===== config.mk =====
export PLATFORM = sky130hd
export DESIGN_NAME = adc_seq_top
export DESIGN_NICKNAME = d
export VERILOG_FILES = /design/src/rtl/adc_seq_pkg.sv /design/src/rtl/adc_seq_regs.sv /design/src/rtl/adc_seq_engine.sv /design/src/rtl/adc_seq_watch.sv /design/src/rtl/adc_seq_top.sv
export SDC_FILE = /design/constraint.sdc
export NUM_CORES = 1
export LEC_CHECK = 0
export ABC_AREA = 0
export ABC_CLOCK_PERIOD_IN_PS = 4860
export BUFFER_PORTS_ARGS = -buffer_cell sky130_fd_sc_hd__buf_4
export CORE_ASPECT_RATIO = 1.2
export CORE_MARGIN = 2
export CORE_UTILIZATION = 25
export DETAILED_ROUTE_END_ITERATION = 7
export HOLD_SLACK_MARGIN = 0.12
export PLACE_DENSITY_LB_ADDON = 0.08
export SLEW_MARGIN = 25
export SYNTH_ARGS = -nofsm -noshare
export SYNTH_HDL_FRONTEND = slang
export SYNTH_SLANG_ARGS = --single-unit

===== constraint.sdc =====
create_clock -name clk -period 4.86 [get_ports clk]
set_input_delay 1.458 -clock clk [delete_from_list [all_inputs] [get_ports clk]]
set_output_delay 1.458 -clock clk [all_outputs]
set_load 0.03 [all_outputs]

===== src/rtl/adc_seq_pkg.sv =====
package adc_seq_pkg;

  localparam int RES_W   = 12;
  localparam int DATA_W  = 16;
  localparam int NUM_CH  = 18;
  localparam int CH_W    = $clog2(NUM_CH);
  localparam int WIN_W   = 10;
  localparam int ADDR_W  = 3;
  localparam int IDX_W   = $clog2(RES_W);
  localparam int PAD_W   = DATA_W - RES_W;

  localparam logic [ADDR_W-1:0] A_CTRL   = 3'd0;
  localparam logic [ADDR_W-1:0] A_WINDOW = 3'd1;
  localparam logic [ADDR_W-1:0] A_HIGH   = 3'd2;
  localparam logic [ADDR_W-1:0] A_LOW    = 3'd3;
  localparam logic [ADDR_W-1:0] A_STATUS = 3'd4;
  localparam logic [ADDR_W-1:0] A_DATA   = 3'd5;

  localparam int CTRL_EN    = 0;
  localparam int CTRL_LEFT  = 1;
  localparam int CTRL_SLEEP = 2;
  localparam int CTRL_CH    = 8;

  localparam int ST_EOC  = 0;
  localparam int ST_AWD  = 1;
  localparam int ST_BUSY = 2;
  localparam int ST_PWR  = 3;

  typedef enum logic [1:0] {
    SQ_IDLE   = 2'd0,
    SQ_SAMPLE = 2'd1,
    SQ_CONV   = 2'd2
  } seq_state_e;

  function automatic logic [DATA_W-1:0] fmt_result(input logic [RES_W-1:0] r,
                                                   input logic left);
    if (left) return {r, {PAD_W{1'b0}}};
    return {{PAD_W{1'b0}}, r};
  endfunction

  function automatic logic outside_window(input logic [RES_W-1:0] r,
                                          input logic [RES_W-1:0] hi,
                                          input logic [RES_W-1:0] lo);
    return (r > hi) || (r < lo);
  endfunction

  function automatic logic [WIN_W-1:0] eff_window(input logic [WIN_W-1:0] w);
    return (w == '0) ? WIN_W'(1) : w;
  endfunction

  function automatic logic [RES_W-1:0] bit_mask(input logic [IDX_W-1:0] idx);
    return RES_W'(1) << idx;
  endfunction

endpackage


===== src/rtl/adc_seq_regs.sv =====
module adc_seq_regs
  import adc_seq_pkg::*;
(
  input  logic              clk,
  input  logic              rst_n,
  input  logic              bus_wr,
  input  logic              bus_rd,
  input  logic [ADDR_W-1:0] bus_addr,
  input  logic [DATA_W-1:0] bus_wdata,
  output logic [DATA_W-1:0] bus_rdata,
  input  logic              busy,
  input  logic              done,
  input  logic [DATA_W-1:0] data_fmt,
  input  logic              awd_flag,
  output logic              start_pulse,
  output logic              awd_clear,
  output logic [CH_W-1:0]   chan_next,
  output logic              align_next,
  output logic [WIN_W-1:0]  window,
  output logic [RES_W-1:0]  thr_hi,
  output logic [RES_W-1:0]  thr_lo,
  output logic              pwr,
  output logic              eoc
);

  logic              ctrl_wr;
  logic              en_bit;
  logic              sleep_bit;
  logic [CH_W-1:0]   wr_chan;
  logic              chan_ok;
  logic              wake_pulse;
  logic              sleep_pulse;
  logic              data_rd;

  logic              pwr_q;
  logic              eoc_q;
  logic              align_q;
  logic [CH_W-1:0]   chan_q;
  logic [WIN_W-1:0]  win_q;
  logic [RES_W-1:0]  hi_q;
  logic [RES_W-1:0]  lo_q;
  logic [DATA_W-1:0] data_q;

  assign ctrl_wr     = bus_wr && (bus_addr == A_CTRL);
  assign en_bit      = bus_wdata[CTRL_EN];
  assign sleep_bit   = bus_wdata[CTRL_SLEEP];
  assign wr_chan     = bus_wdata[CTRL_CH +: CH_W];
  assign chan_ok     = (int'(wr_chan) < NUM_CH);
  assign data_rd     = bus_rd && (bus_addr == A_DATA);

  assign wake_pulse  = ctrl_wr && !sleep_bit && en_bit && !pwr_q;
  assign start_pulse = ctrl_wr && !sleep_bit && en_bit && pwr_q && !busy;
  assign sleep_pulse = ctrl_wr && sleep_bit && !busy;
  assign awd_clear   = bus_wr && (bus_addr == A_STATUS) && bus_wdata[ST_AWD];

  // a write is dropped as a whole only when it asks to sleep mid-conversion
  assign chan_next  = (ctrl_wr && chan_ok && !(sleep_bit && busy)) ? wr_chan : chan_q;
  assign align_next = (ctrl_wr && !(sleep_bit && busy)) ? bus_wdata[CTRL_LEFT] : align_q;

  always_ff @(posedge clk or negedge rst_n) begin
    if (!rst_n) begin
      pwr_q   <= 1'b0;
      eoc_q   <= 1'b0;
      align_q <= 1'b0;
      chan_q  <= '0;
      win_q   <= '0;
      hi_q    <= '1;
      lo_q    <= '0;
      data_q  <= '0;
    end else begin
      if (sleep_pulse)     pwr_q <= 1'b0;
      else if (wake_pulse) pwr_q <= 1'b1;

      if (done)         eoc_q <= 1'b1;
      else if (data_rd) eoc_q <= 1'b0;

      if (done) data_q <= data_fmt;

      align_q <= align_next;
      chan_q  <= chan_next;

      if (bus_wr && (bus_addr == A_WINDOW)) win_q <= bus_wdata[WIN_W-1:0];
      if (bus_wr && (bus_addr == A_HIGH))   hi_q  <= bus_wdata[RES_W-1:0];
      if (bus_wr && (bus_addr == A_LOW))    lo_q  <= bus_wdata[RES_W-1:0];
    end
  end

  always_comb begin
    bus_rdata = '0;
    case (bus_addr)
      A_CTRL: begin
        bus_rdata[CTRL_EN]          = pwr_q;
        bus_rdata[CTRL_LEFT]        = align_q;
        bus_rdata[CTRL_CH +: CH_W]  = chan_q;
      end
      A_WINDOW: bus_rdata[WIN_W-1:0] = win_q;
      A_HIGH:   bus_rdata[RES_W-1:0] = hi_q;
      A_LOW:    bus_rdata[RES_W-1:0] = lo_q;
      A_STATUS: begin
        bus_rdata[ST_EOC]  = eoc_q;
        bus_rdata[ST_AWD]  = awd_flag;
        bus_rdata[ST_BUSY] = busy;
        bus_rdata[ST_PWR]  = pwr_q;
      end
      A_DATA:   bus_rdata = data_q;
      default:  bus_rdata = '0;
    endcase
  end

  assign window = win_q;
  assign thr_hi = hi_q;
  assign thr_lo = lo_q;
  assign pwr    = pwr_q;
  assign eoc    = eoc_q;

endmodule


===== src/rtl/adc_seq_engine.sv =====
module adc_seq_engine
  import adc_seq_pkg::*;
(
  input  logic              clk,
  input  logic              rst_n,
  input  logic              start,
  input  logic [CH_W-1:0]   chan_in,
  input  logic              align_in,
  input  logic [WIN_W-1:0]  win_in,
  input  logic              core_ge,
  output logic              busy,
  output logic              done,
  output logic [RES_W-1:0]  result,
  output logic [DATA_W-1:0] data_fmt,
  output logic [CH_W-1:0]   core_chan,
  output logic              core_sample,
  output logic [RES_W-1:0]  core_trial
);

  seq_state_e       state_q;
  logic [WIN_W-1:0] cnt_q;
  logic [WIN_W-1:0] win_lat;
  logic [CH_W-1:0]  chan_lat;
  logic             align_lat;
  logic [IDX_W-1:0] idx_q;
  logic             phase_q;
  logic [RES_W-1:0] acc_q;
  logic             sample_end;
  logic             step_decide;

  assign sample_end  = (state_q == SQ_SAMPLE) && (cnt_q == win_lat);
  assign step_decide = (state_q == SQ_CONV) && phase_q;

  always_ff @(posedge clk or negedge rst_n) begin
    if (!rst_n) begin
      state_q   <= SQ_IDLE;
      cnt_q     <= '0;
      win_lat   <= '0;
      chan_lat  <= '0;
      align_lat <= 1'b0;
      idx_q     <= '0;
      phase_q   <= 1'b0;
      acc_q     <= '0;
    end else begin
      case (state_q)
        SQ_IDLE: begin
          if (start) begin
            state_q   <= SQ_SAMPLE;
            cnt_q     <= WIN_W'(1);
            win_lat   <= eff_window(win_in);
            chan_lat  <= chan_in;
            align_lat <= align_in;
            acc_q     <= '0;
          end
        end
        SQ_SAMPLE: begin
          if (sample_end) begin
            state_q <= SQ_CONV;
            idx_q   <= IDX_W'(RES_W - 1);
            phase_q <= 1'b0;
          end else begin
            cnt_q <= cnt_q + WIN_W'(1);
          end
        end
        SQ_CONV: begin
          if (!phase_q) begin
            phase_q <= 1'b1;
          end else begin
            phase_q       <= 1'b0;
            acc_q[idx_q]  <= core_ge;
            if (idx_q == '0) state_q <= SQ_IDLE;
            else             idx_q   <= idx_q - IDX_W'(1);
          end
        end
        default: state_q <= SQ_IDLE;
      endcase
    end
  end

  assign busy        = (state_q != SQ_IDLE);
  assign done        = step_decide && (idx_q == '0);
  assign result      = acc_q | {{(RES_W-1){1'b0}}, core_ge};
  assign data_fmt    = fmt_result(result, align_lat);
  assign core_chan   = chan_lat;
  assign core_sample = (state_q == SQ_SAMPLE);
  assign core_trial  = (state_q == SQ_CONV) ? (acc_q | bit_mask(idx_q)) : '0;

endmodule


===== src/rtl/adc_seq_watch.sv =====
module adc_seq_watch
  import adc_seq_pkg::*;
(
  input  logic             clk,
  input  logic             rst_n,
  input  logic             done,
  input  logic [RES_W-1:0] result,
  input  logic [RES_W-1:0] thr_hi,
  input  logic [RES_W-1:0] thr_lo,
  input  logic             clear,
  output logic             out_evt,
  output logic             flag
);

  logic flag_q;

  assign out_evt = done && outside_window(result, thr_hi, thr_lo);

  always_ff @(posedge clk or negedge rst_n) begin
    if (!rst_n)       flag_q <= 1'b0;
    else if (out_evt) flag_q <= 1'b1;
    else if (clear)   flag_q <= 1'b0;
  end

  assign flag = flag_q;

endmodule


===== src/rtl/adc_seq_top.sv =====
module adc_seq_top
  import adc_seq_pkg::*;
(
  input  logic        clk,
  input  logic        rst_n,
  input  logic        bus_wr,
  input  logic        bus_rd,
  input  logic [2:0]  bus_addr,
  input  logic [15:0] bus_wdata,
  output logic [15:0] bus_rdata,
  output logic        busy_o,
  output logic        pwr_o,
  output logic        eoc_o,
  output logic        awd_o,
  output logic [4:0]  core_chan,
  output logic        core_sample,
  output logic [11:0] core_trial,
  input  logic        core_ge
);

  logic              start_pulse;
  logic              awd_clear;
  logic [CH_W-1:0]   chan_next;
  logic              align_next;
  logic [WIN_W-1:0]  window;
  logic [RES_W-1:0]  thr_hi;
  logic [RES_W-1:0]  thr_lo;
  logic              busy;
  logic              done;
  logic [RES_W-1:0]  result;
  logic [DATA_W-1:0] data_fmt;
  logic              awd_flag;
  logic              awd_evt;

  adc_seq_regs u_regs (
    .clk         (clk),
    .rst_n       (rst_n),
    .bus_wr      (bus_wr),
    .bus_rd      (bus_rd),
    .bus_addr    (bus_addr),
    .bus_wdata   (bus_wdata),
    .bus_rdata   (bus_rdata),
    .busy        (busy),
    .done        (done),
    .data_fmt    (data_fmt),
    .awd_flag    (awd_flag),
    .start_pulse (start_pulse),
    .awd_clear   (awd_clear),
    .chan_next   (chan_next),
    .align_next  (align_next),
    .window      (window),
    .thr_hi      (thr_hi),
    .thr_lo      (thr_lo),
    .pwr         (pwr_o),
    .eoc         (eoc_o)
  );

  adc_seq_engine u_engine (
    .clk         (clk),
    .rst_n       (rst_n),
    .start       (start_pulse),
    .chan_in     (chan_next),
    .align_in    (align_next),
    .win_in      (window),
    .core_ge     (core_ge),
    .busy        (busy),
    .done        (done),
    .result      (result),
    .data_fmt    (data_fmt),
    .core_chan   (core_chan),
    .core_sample (core_sample),
    .core_trial  (core_trial)
  );

  adc_seq_watch u_watch (
    .clk     (clk),
    .rst_n   (rst_n),
    .done    (done),
    .result  (result),
    .thr_hi  (thr_hi),
    .thr_lo  (thr_lo),
    .clear   (awd_clear),
    .out_evt (awd_evt),
    .flag    (awd_flag)
  );

  assign busy_o = busy;
  assign awd_o  = awd_flag;

endmodule


==> results.yml, run 1 <==
critical_path:
  worstSetupPathType: "primary input to primary output"
  crit_start: "bus_addr[2]"
  cp-start-kind: "primary input"
  cp_max_fo: 19
  critPathArrivalTime_ns: 2.84
  required_ns: 3.40
  r2r_start: "u_engine.cnt_q[6]$_DFFE_PN0P_"
  worst_setup_path_end_kind: "primary output"
synthesis:
  synth_fp_nets: 673
  synth_area_leaders: "dfrtp_1, nand2_1, ha_1"
  synth.cell_area_um2: 5863
  synth_most_common_cell: "nand2_1"
  synth_edf_count: 0
  synthDistinctLibCells: 62
  synth_common_cells: "nand2_1, dfrtp_1, a21oi_1"
  synth_top_area_share_pct: 39.27
  syn_area_per_cell_um2: 9.441
  synthFlopType: "dfrtp_1"
  yosysTopAreaCell: "dfrtp_1"
  async_flop_share_pct: 100.0
  synth_cells: 621
  yosys_warnings: 0
  synth_seq_cells: 104
  ys_seq_area_share_pct: 44.64
cts:
  cts_root_buffer: "clkbuf_16"
  clk_latency_ns: 0.36
  postCtsSetupBuffers: 0
  cts_sinks: 104
  post_cts_resized: 0
  cts_buffers: 9
  cts_buffer_depth: 2
  cts-htree-levels: 3
  cts.hold.buffers_added: 0
  cts_tree: "yes"
  clk_pin_slew_ns: 0.07
pwr:
  p_per_area_nw_per_um2: 417.0
  power_leakage_uw: 0.003099
  ir_drop_mv: 0.1491
global_route:
  grt-ovfl-total: 0
  track_usage_pct: 15.80
  grt_pass1_wl_mm: 29.23
  antenna_found_initial: 0
  grt_max_degree: 55
  grt_pass1_vias: 4901
sta:
  finalCriticalPeriod_ns: 4.302
  tightest_slew_ns: 0.9216
  skew_ns: 0.005924
  rsz0062_at_grt: "no"
  fin_crit_sh_pct: 88.52
  report.final.hold_viol_count: 0
  slew_violations: 0
  slew-limit-headroom_pct: 38.22
  fmax_mhz: 232.5
  setup-tns-final_ns: 0
  finalSetupViolCount: 0
layout:
  drive_above_1_share_pct: 21.02
  finalNetCount: 713
  antennaDiodeCount: 0
  syn2layout_area_growth_pct: 17.37
  fin_area_um2: 6882
place:
  gp_congestion: 0.7898
  dp_hpwl_mm: 13.48
  place_area_um2: 6600
  io_buffers: 58
detailed_routing:
  dr.pass1.iters: 5
  ant_nets: 0
  drc_errors: 0
  wl_per_cell_um: 18.95
  viasPerCell: 4.730
  dr_total_vias: 4640
  drt_iter0_drc: 231
  wl_mm: 18.59
floorplan:
  num_io_pins: 62
  die-height_um: 171.8
  start_util_pct: 25.35
  coreArea_um2: 23130
  fp-row-count: 61
  die_w_um: 143.8
  die-area_um2: 24700
status:
  status: "finished, final reports clean"
worst_hold_path:
  hold_class: "flop to flop"
  hp-start: "u_regs.data_q[15]$_DFFE_PN0P_"
job:
  maxCapViolCount: 0
-- layout make-up --
cell class / instances / area [um2]
well taps: 315 / 394.1
flip-flops and latches: 104 / 2618
repair buffers: 64 / 493.0
clock buffers: 9 / 225.2
fillers: 2436 / 16240
clock inverters: 7 / 56.30
multi-input cells: 453 / 2985
inverters: 29 / 110.1
-- registers in the layout, summed over array words and instances, names as in the netlist --
| signal | count |
|---|---|
| u_regs.pwr | 1 |
| u_engine.phase_q | 1 |
| u_regs.chan_q | 5 |
| u_watch.flag | 1 |
| u_regs.data_q | 16 |
| u_engine.acc_q | 12 |
| u_engine.core_chan | 5 |
| u_engine.state_q | 2 |
| u_engine.win_lat | 10 |
| u_engine.cnt_q | 10 |
| u_regs.thr_lo | 12 |
| u_regs.thr_hi | 12 |
| u_regs.align_q | 1 |
| u_regs.window | 10 |
| u_engine.align_lat | 1 |
| u_regs.eoc | 1 |
| u_engine.idx_q | 4 |
-- kinds of logic (layout without fill, tap and decap cells) --
family	Yosys count	count (layout)	share of synthesized area (%)
buffers and inverters	64	109	4.439
xor gates and xnor gates	13	13	1.942
DFF	104	104	44.64
and+or+nand+nor	221	221	18.14
muxes	55	55	11.01
AOI/OAI and AO/OA	136	136	13.85
adders and majority gates	28	28	5.975
-- worst max-delay path, cell delays in order --
cell and delay (ns):
buf_4 0.24, nor2b_1 0.28, buf_4 0.23, nand2_1 0.08, o21ai_0 0.08, nand2_1 0.08
o21ai_0 0.16, buf_4 0.23
-- power breakdown --
group	total [uW]	internal (uW)	switching (uW)
clock network	727	354	373
logic	823	377	446
registers	1320	1060	261
total	2870	1790	1080
-- layer usage --
metal	GRT usage, %	wire (um)
met1	20.93	8648
met2	26.65	9037
met3	2.533	622
met4	4.390	282
met5	0	0
-- per-stage QoR --
stage               total power, uW  hold slack, ns  std cells  utilization (%)  setup WS, ns
global placement               2151          0.4683        965            28.54        0.5941
finish                         2870          0.4865        981            29.76        0.5581
CTS                            2915          0.4878        981            29.76        0.5683
floorplan                      1831          0.4429        621                -        0.5870
detailed placement             2168          0.4708        965            28.54        0.5692
global route                   3079          0.5306        981            29.76        0.4288
-- final timing paths --
path                       cells after the start                           endpoint  slack, ns
setup / recovery                               8                       bus_rdata[5]       0.56
hold / removal                                 2      u_regs.data_q[15]$_DFFE_PN0P_       0.49
setup reg to reg                               5      u_engine.cnt_q[5]$_DFFE_PN0P_       2.56
hold reg to reg                                2      u_regs.data_q[15]$_DFFE_PN0P_       0.49
max in group asynchronous                      2       u_regs.thr_hi[2]$_DFFE_PN1P_       2.89
min in group asynchronous                      1  u_engine.core_chan[3]$_DFFE_PN0P_       1.17
-- layout by cell type (no fill, tap or decap), types with 15 or more instances in the layout --
master   count
nand2_1    110
a21oi_1     46
inv_1       28
buf_4       63
o21ai_0     31
nor2_1      29
o21ai_1     16
ha_1        28
nand3_1     26
dfrtp_1     92
mux2_2      31
mux2i_1     15
(Power assumes the default switching activity.)
==> run 2, diff against run 1 <==
ABC_CLOCK_PERIOD_IN_PS = 3700   (was 4860)
clock period = 3.7 ns   (was 4.86 ns; I/O delays follow)
==> results.yml, run 2 (synthesis gave the netlist of run 1 again) <==
layout:
  antennaDiodeCount: 0
  drive_above_1_share_pct: 22.07
  finalNetCount: 722
  fin_area_um2: 6960
  largest_reg_flops: 16
  layout_commonest_cell: "nand2_1"
  syn2layout_area_growth_pct: 18.72
  nFillCells: 2454
  top_register: "u_regs.data_q"
  mostFrequentLayoutCells: "nand2_1, dfrtp_1, buf_4"
pwr:
  ir_drop_mv: 0.1988
  p_per_area_nw_per_um2: 548.1
  power_leakage_uw: 0.003155
sta:
  finalCriticalPeriod_ns: 3.474
  slew-limit-headroom_pct: 44.27
  fin_crit_sh_pct: 93.90
  rsz0062_at_grt: "no"
  setup-tns-final_ns: 0
  report.final.hold_viol_count: 0
  tightest_slew_ns: 0.8341
  skew_ns: 0.008747
  finalSetupViolCount: 0
  fmax_mhz: 287.8
  slew_violations: 0
critical_path:
  critPathArrivalTime_ns: 2.36
  worst_setup_path_end_kind: "primary output"
  required_ns: 2.59
  cp-start-kind: "primary input"
  worstSetupPathType: "primary input to primary output"
  cp_max_fo: 16
cts:
  clk_pin_slew_ns: 0.08
  cts_buffer_depth: 2
  cts_root_buffer: "clkbuf_16"
  cts_sinks: 104
  cts-htree-levels: 3
  cts_buffers: 9
  clk_latency_ns: 0.37
  cts.hold.buffers_added: 0
  post_cts_resized: 0
  postCtsSetupBuffers: 0
  cts_tree: "yes"
place:
  io_buffers: 58
  gp_congestion: 0.7898
  place_area_um2: 6668
  dp_hpwl_mm: 13.72
worst_hold_path:
  hold_class: "flop to flop"
job:
  maxCapViolCount: 0
floorplan:
  fp-row-count: 61
  coreArea_um2: 23130
  die-height_um: 171.8
  die_w_um: 143.8
  num_io_pins: 62
  die-area_um2: 24700
  start_util_pct: 25.35
detailed_routing:
  viasPerCell: 4.652
  dr_total_vias: 4605
  drc_errors: 0
  drt_iter0_drc: 232
  ant_nets: 0
  wl_mm: 18.67
  wl_per_cell_um: 18.86
  dr.pass1.iters: 4
status:
  status: "finished, final reports clean"
global_route:
  grt_max_degree: 62
  track_usage_pct: 15.65
  antenna_found_initial: 0
  grt_pass1_wl_mm: 28.64
  grt_pass1_vias: 4676
  grt-ovfl-total: 0
[run 2: changes by cell type in the layout (fill, tap and decap cells not counted), sizes merged]
cell and delta:
buf +9, clkinv -1, clkinvlp -2, inv +3
[run 2: stage by stage]
stage / utilization, % / worst slack [ns] / total power, uW / std cells / hold slack [ns]
after CTS: 30.10 / 0.2156 / 3867 / 990 / 0.4931
final: 30.10 / 0.2257 / 3815 / 990 / 0.4876
after global routing: 30.10 / 0.1556 / 4083 / 990 / 0.5108
after detailed placement: 28.83 / 0.2149 / 2856 / 974 / 0.4752
after global placement: 28.83 / 0.2299 / 2837 / 974 / 0.4684
after floorplan: - / 0.1230 / 2404 / 621 / 0.4429
[run 2: where the power goes]
group	internal (uW)	switching, uW
Clock	479	514
Sequential	1390	346
Combinational	500	587
Total	2370	1450
[run 2: per-layer routing]
metal / GRT usage, % / vias up / wire length [um] / share of wire [%]
met4: 4.902 / 0 / 287 / 1.5
met5: 0 / - / 0 / 0
li1: - / 2274 / - / -
met3: 1.977 / 16 / 531 / 2.8
met1: 21.21 / 2233 / 8921 / 48
met2: 25.94 / 82 / 8927 / 48
[run 2: layout make-up]
cell class                      count  area (um2)  area share [%]
Inverter                           29       110.1           1.582
Clock inverter                      7       67.56          0.9707
Multi-Input combinational cell    453        2985           42.89
Sequential cell                   104        2618           37.61
Tap cell                          315       394.1           5.662
Timing Repair Buffer               73       560.5           8.053
Clock buffer                        9       225.2           3.236
[run 2: worst max-delay path, stage by stage]
cell and delay [ns]:
buf_4 0.22, mux2_2 0.37, a22oi_1 0.24, o221ai_1 0.20, buf_4 0.21
[run 2: path summary, 6_finish.rpt]
kind                                               startpoint                            end  slack [ns]  cells after the start
worst max-delay path                              bus_addr[1]                   bus_rdata[1]        0.23                      5
worst min-delay path            u_regs.data_q[14]$_DFFE_PN0P_  u_regs.data_q[14]$_DFFE_PN0P_        0.49                      2
worst max register to register  u_engine.cnt_q[7]$_DFFE_PN0P_  u_engine.cnt_q[5]$_DFFE_PN0P_        1.41                      5
worst min register to register  u_regs.data_q[14]$_DFFE_PN0P_  u_regs.data_q[14]$_DFFE_PN0P_        0.49                      2
max in group asynchronous                               rst_n   u_regs.thr_hi[3]$_DFFE_PN1P_        2.13                      2
min in group asynchronous                               rst_n  u_regs.data_q[14]$_DFFE_PN0P_        0.74                      1
==> run 3, diff against run 2 <==
--- a/config.mk
+++ b/config.mk
@@ -8,5 +8,5 @@
 export ABC_AREA = 0
 export ABC_CLOCK_PERIOD_IN_PS = 3700
-export BUFFER_PORTS_ARGS = -buffer_cell sky130_fd_sc_hd__buf_4
+export BUFFER_PORTS_ARGS = -buffer_cell sky130_fd_sc_hd__buf_2
 export CORE_ASPECT_RATIO = 1.2
 export CORE_MARGIN = 2
==> constraint.sdc (replaced) <==
create_clock -name clk -period 3.7 [get_ports clk]
set_input_delay 0.185 -clock clk [delete_from_list [all_inputs] [get_ports clk]]
set_output_delay 0.185 -clock clk [all_outputs]
set_load 0.03 [all_outputs]
==> results.yml, run 3 (synthesis gave the netlist of run 1 again) <==
status:
  status: "finished, final reports clean"
place:
  dp.cells: 965
  dp_hpwl_mm: 13.28
  place_area_um2: 6457
  dp_slack_ns: 1.303
  io_buffers: 58
  gp_congestion: 0.7787
detailed_routing:
  drt_iter0_drc: 204
  dr.pass1.iters: 6
  viasPerCell: 4.668
  drc_errors: 0
  wl_mm: 18.30
  dr_total_vias: 4640
  wl_per_cell_um: 18.41
  ant_nets: 0
job:
  maxCapViolCount: 0
cts:
  post_cts_resized: 0
  clk_latency_ns: 0.35
  postCtsSetupBuffers: 0
  cts-htree-levels: 3
  cts_buffers: 9
  clk_pin_slew_ns: 0.07
  cts_sinks: 104
  cts_buffer_depth: 2
  cts.hold.buffers_added: 13
  cts_root_buffer: "clkbuf_16"
  cts_tree: "yes"
critical_path:
  worst_setup_path_end_kind: "flop"
  slowest_stage: "or4b_1"
  setup.worst_path.end: "u_regs.data_q[0]$_DFFE_PN0P_"
  worstSetupPathType: "flop to flop"
  r2r-end: "u_regs.data_q[0]$_DFFE_PN0P_"
  reg2regPathDepth: 5
  cp-start-kind: "flop"
  max_stage_delay_ns: 0.78
  cp_max_fo: 21
  crit_start: "u_engine.idx_q[0]$_DFFE_PN0P_"
  required_ns: 3.96
  r2r_slack_ns: 1.27
  crit_chain: "inv_1 -> ha_1 -> or4b_1 -> buf_4 -> o31ai_1"
  r2r_start: "u_engine.idx_q[0]$_DFFE_PN0P_"
  critPathArrivalTime_ns: 2.69
layout:
  mostFrequentLayoutCells: "nand2_1, dfrtp_1, buf_2"
  largest_reg_flops: 16
  syn2layout_area_growth_pct: 18.03
  finalNetCount: 726
  finalNonFillerCells: 994
  top_register: "u_regs.data_q"
  antennaDiodeCount: 0
  fin_area_um2: 6920
  drive_above_1_share_pct: 20.62
  layout_commonest_cell: "nand2_1"
floorplan:
  start_util_pct: 25.35
  die-area_um2: 24700
  fp-row-count: 61
  coreArea_um2: 23130
  die-height_um: 171.8
  num_io_pins: 62
  die_w_um: 143.8
global_route:
  grt_max_degree: 70
  grt-ovfl-total: 0
  antenna_found_initial: 0
  grt_pass1_vias: 4866
  grt_pass1_wl_mm: 28.88
  track_usage_pct: 15.69
pwr:
  internal_power_uw: 2484
  switchingPower_uw: 1395
  power.total_uw: 3878
  power_leakage_uw: 0.003163
  p_per_area_nw_per_um2: 560.4
  switching_share_pct: 35.96
  seqPwrFrac_pct: 44.7
  p_clk_share_pct: 27.9
  combPwrFrac_pct: 27.4
  ir_drop_mv: 0.2388
sta:
  fin_crit_sh_pct: 65.58
  fmax_mhz: 412.1
  slew_violations: 0
  setup-tns-final_ns: 0
  finalSetupViolCount: 0
  tightest_slew_ns: 0.9065
  report.final.hold_viol_count: 0
  fin_ws_ns: 1.273
  finalCriticalPeriod_ns: 2.427
  rsz0062_at_grt: "no"
  slew-limit-headroom_pct: 39.24
  skew_ns: 0.006952
worst_hold_path:
  hold_class: "primary input to flop"
[run 3: changes by cell type in the layout (fill, tap and decap cells not counted), moves of 2 or more]
cell / previous run / this run
buf_2: 0 / 57
buf_4: 72 / 5
bufinv_16: 0 / 2
dlygate4sd3_1: 0 / 13
inv_8: 3 / 0
[run 3: per-layer routing]
metal	vias up	track usage, %	wire length, um
li1	2280	-	-
met1	2258	21.32	8837
met2	83	25.73	8646
met3	19	2.422	478
met4	0	4.646	341
met5	-	0	0
[run 3: through the flow]
| step | hold WS, ns | utilization [%] |
|---|---|---|
| finish | 0.1286 | 29.92 |
| global route | 0.1644 | 29.92 |
| CTS | 0.1266 | 29.91 |
| detailed placement | 0.4144 | 27.92 |
| global placement | 0.3994 | 27.92 |
| floorplan | -0.1106 | - |
[run 3: worst min-delay path by stage]
stage | startpoint | endpoint | slack, ns | cells past startpoint
floorplan | rst_n | u_engine.acc_q[0]$_DFFE_PN0P_ | -0.11 | 0
global placement | rst_n | u_regs.data_q[11]$_DFFE_PN0P_ | 0.40 | 1
detailed placement | rst_n | u_regs.data_q[11]$_DFFE_PN0P_ | 0.41 | 1
CTS | bus_rd | u_regs.eoc$_DFFE_PN0P_ | 0.13 | 4
global route | bus_rd | u_regs.eoc$_DFFE_PN0P_ | 0.16 | 4
finish | bus_rd | u_regs.eoc$_DFFE_PN0P_ | 0.13 | 4
[run 3: power groups by stage]
stage | Sequential, uW | Clock, uW | Combinational, uW
after floorplan | 1620 | 0 | 787
after global placement | 1750 | 0 | 1040
after detailed placement | 1760 | 0 | 1060
after CTS | 1740 | 1120 | 1080
after global routing | 1780 | 1170 | 1220
final | 1730 | 1080 | 1060
[run 3: worst max-delay path, delay by kind of cell (launching register included)]
family                   cells  cell delay [ns]
AND/OR/NAND/NOR              1             0.78
buffers and inverters        2             0.49
flip-flops                   1             0.42
AO/OA/AOI/OAI                1             0.23
adder cells (fa/ha/maj)      1             0.40
[run 3: area by class of cell]
| cell class | count | area (um2) |
|---|---|---|
| inverter | 29 | 110.1 |
| tap | 315 | 394.1 |
| multi-input combinational | 453 | 2985 |
| sequential | 104 | 2618 |
| fill | 2472 | 16210 |
| clock inverter | 6 | 90.09 |
| clock buffer | 10 | 239.0 |
| timing repair buffer | 77 | 484.2 |
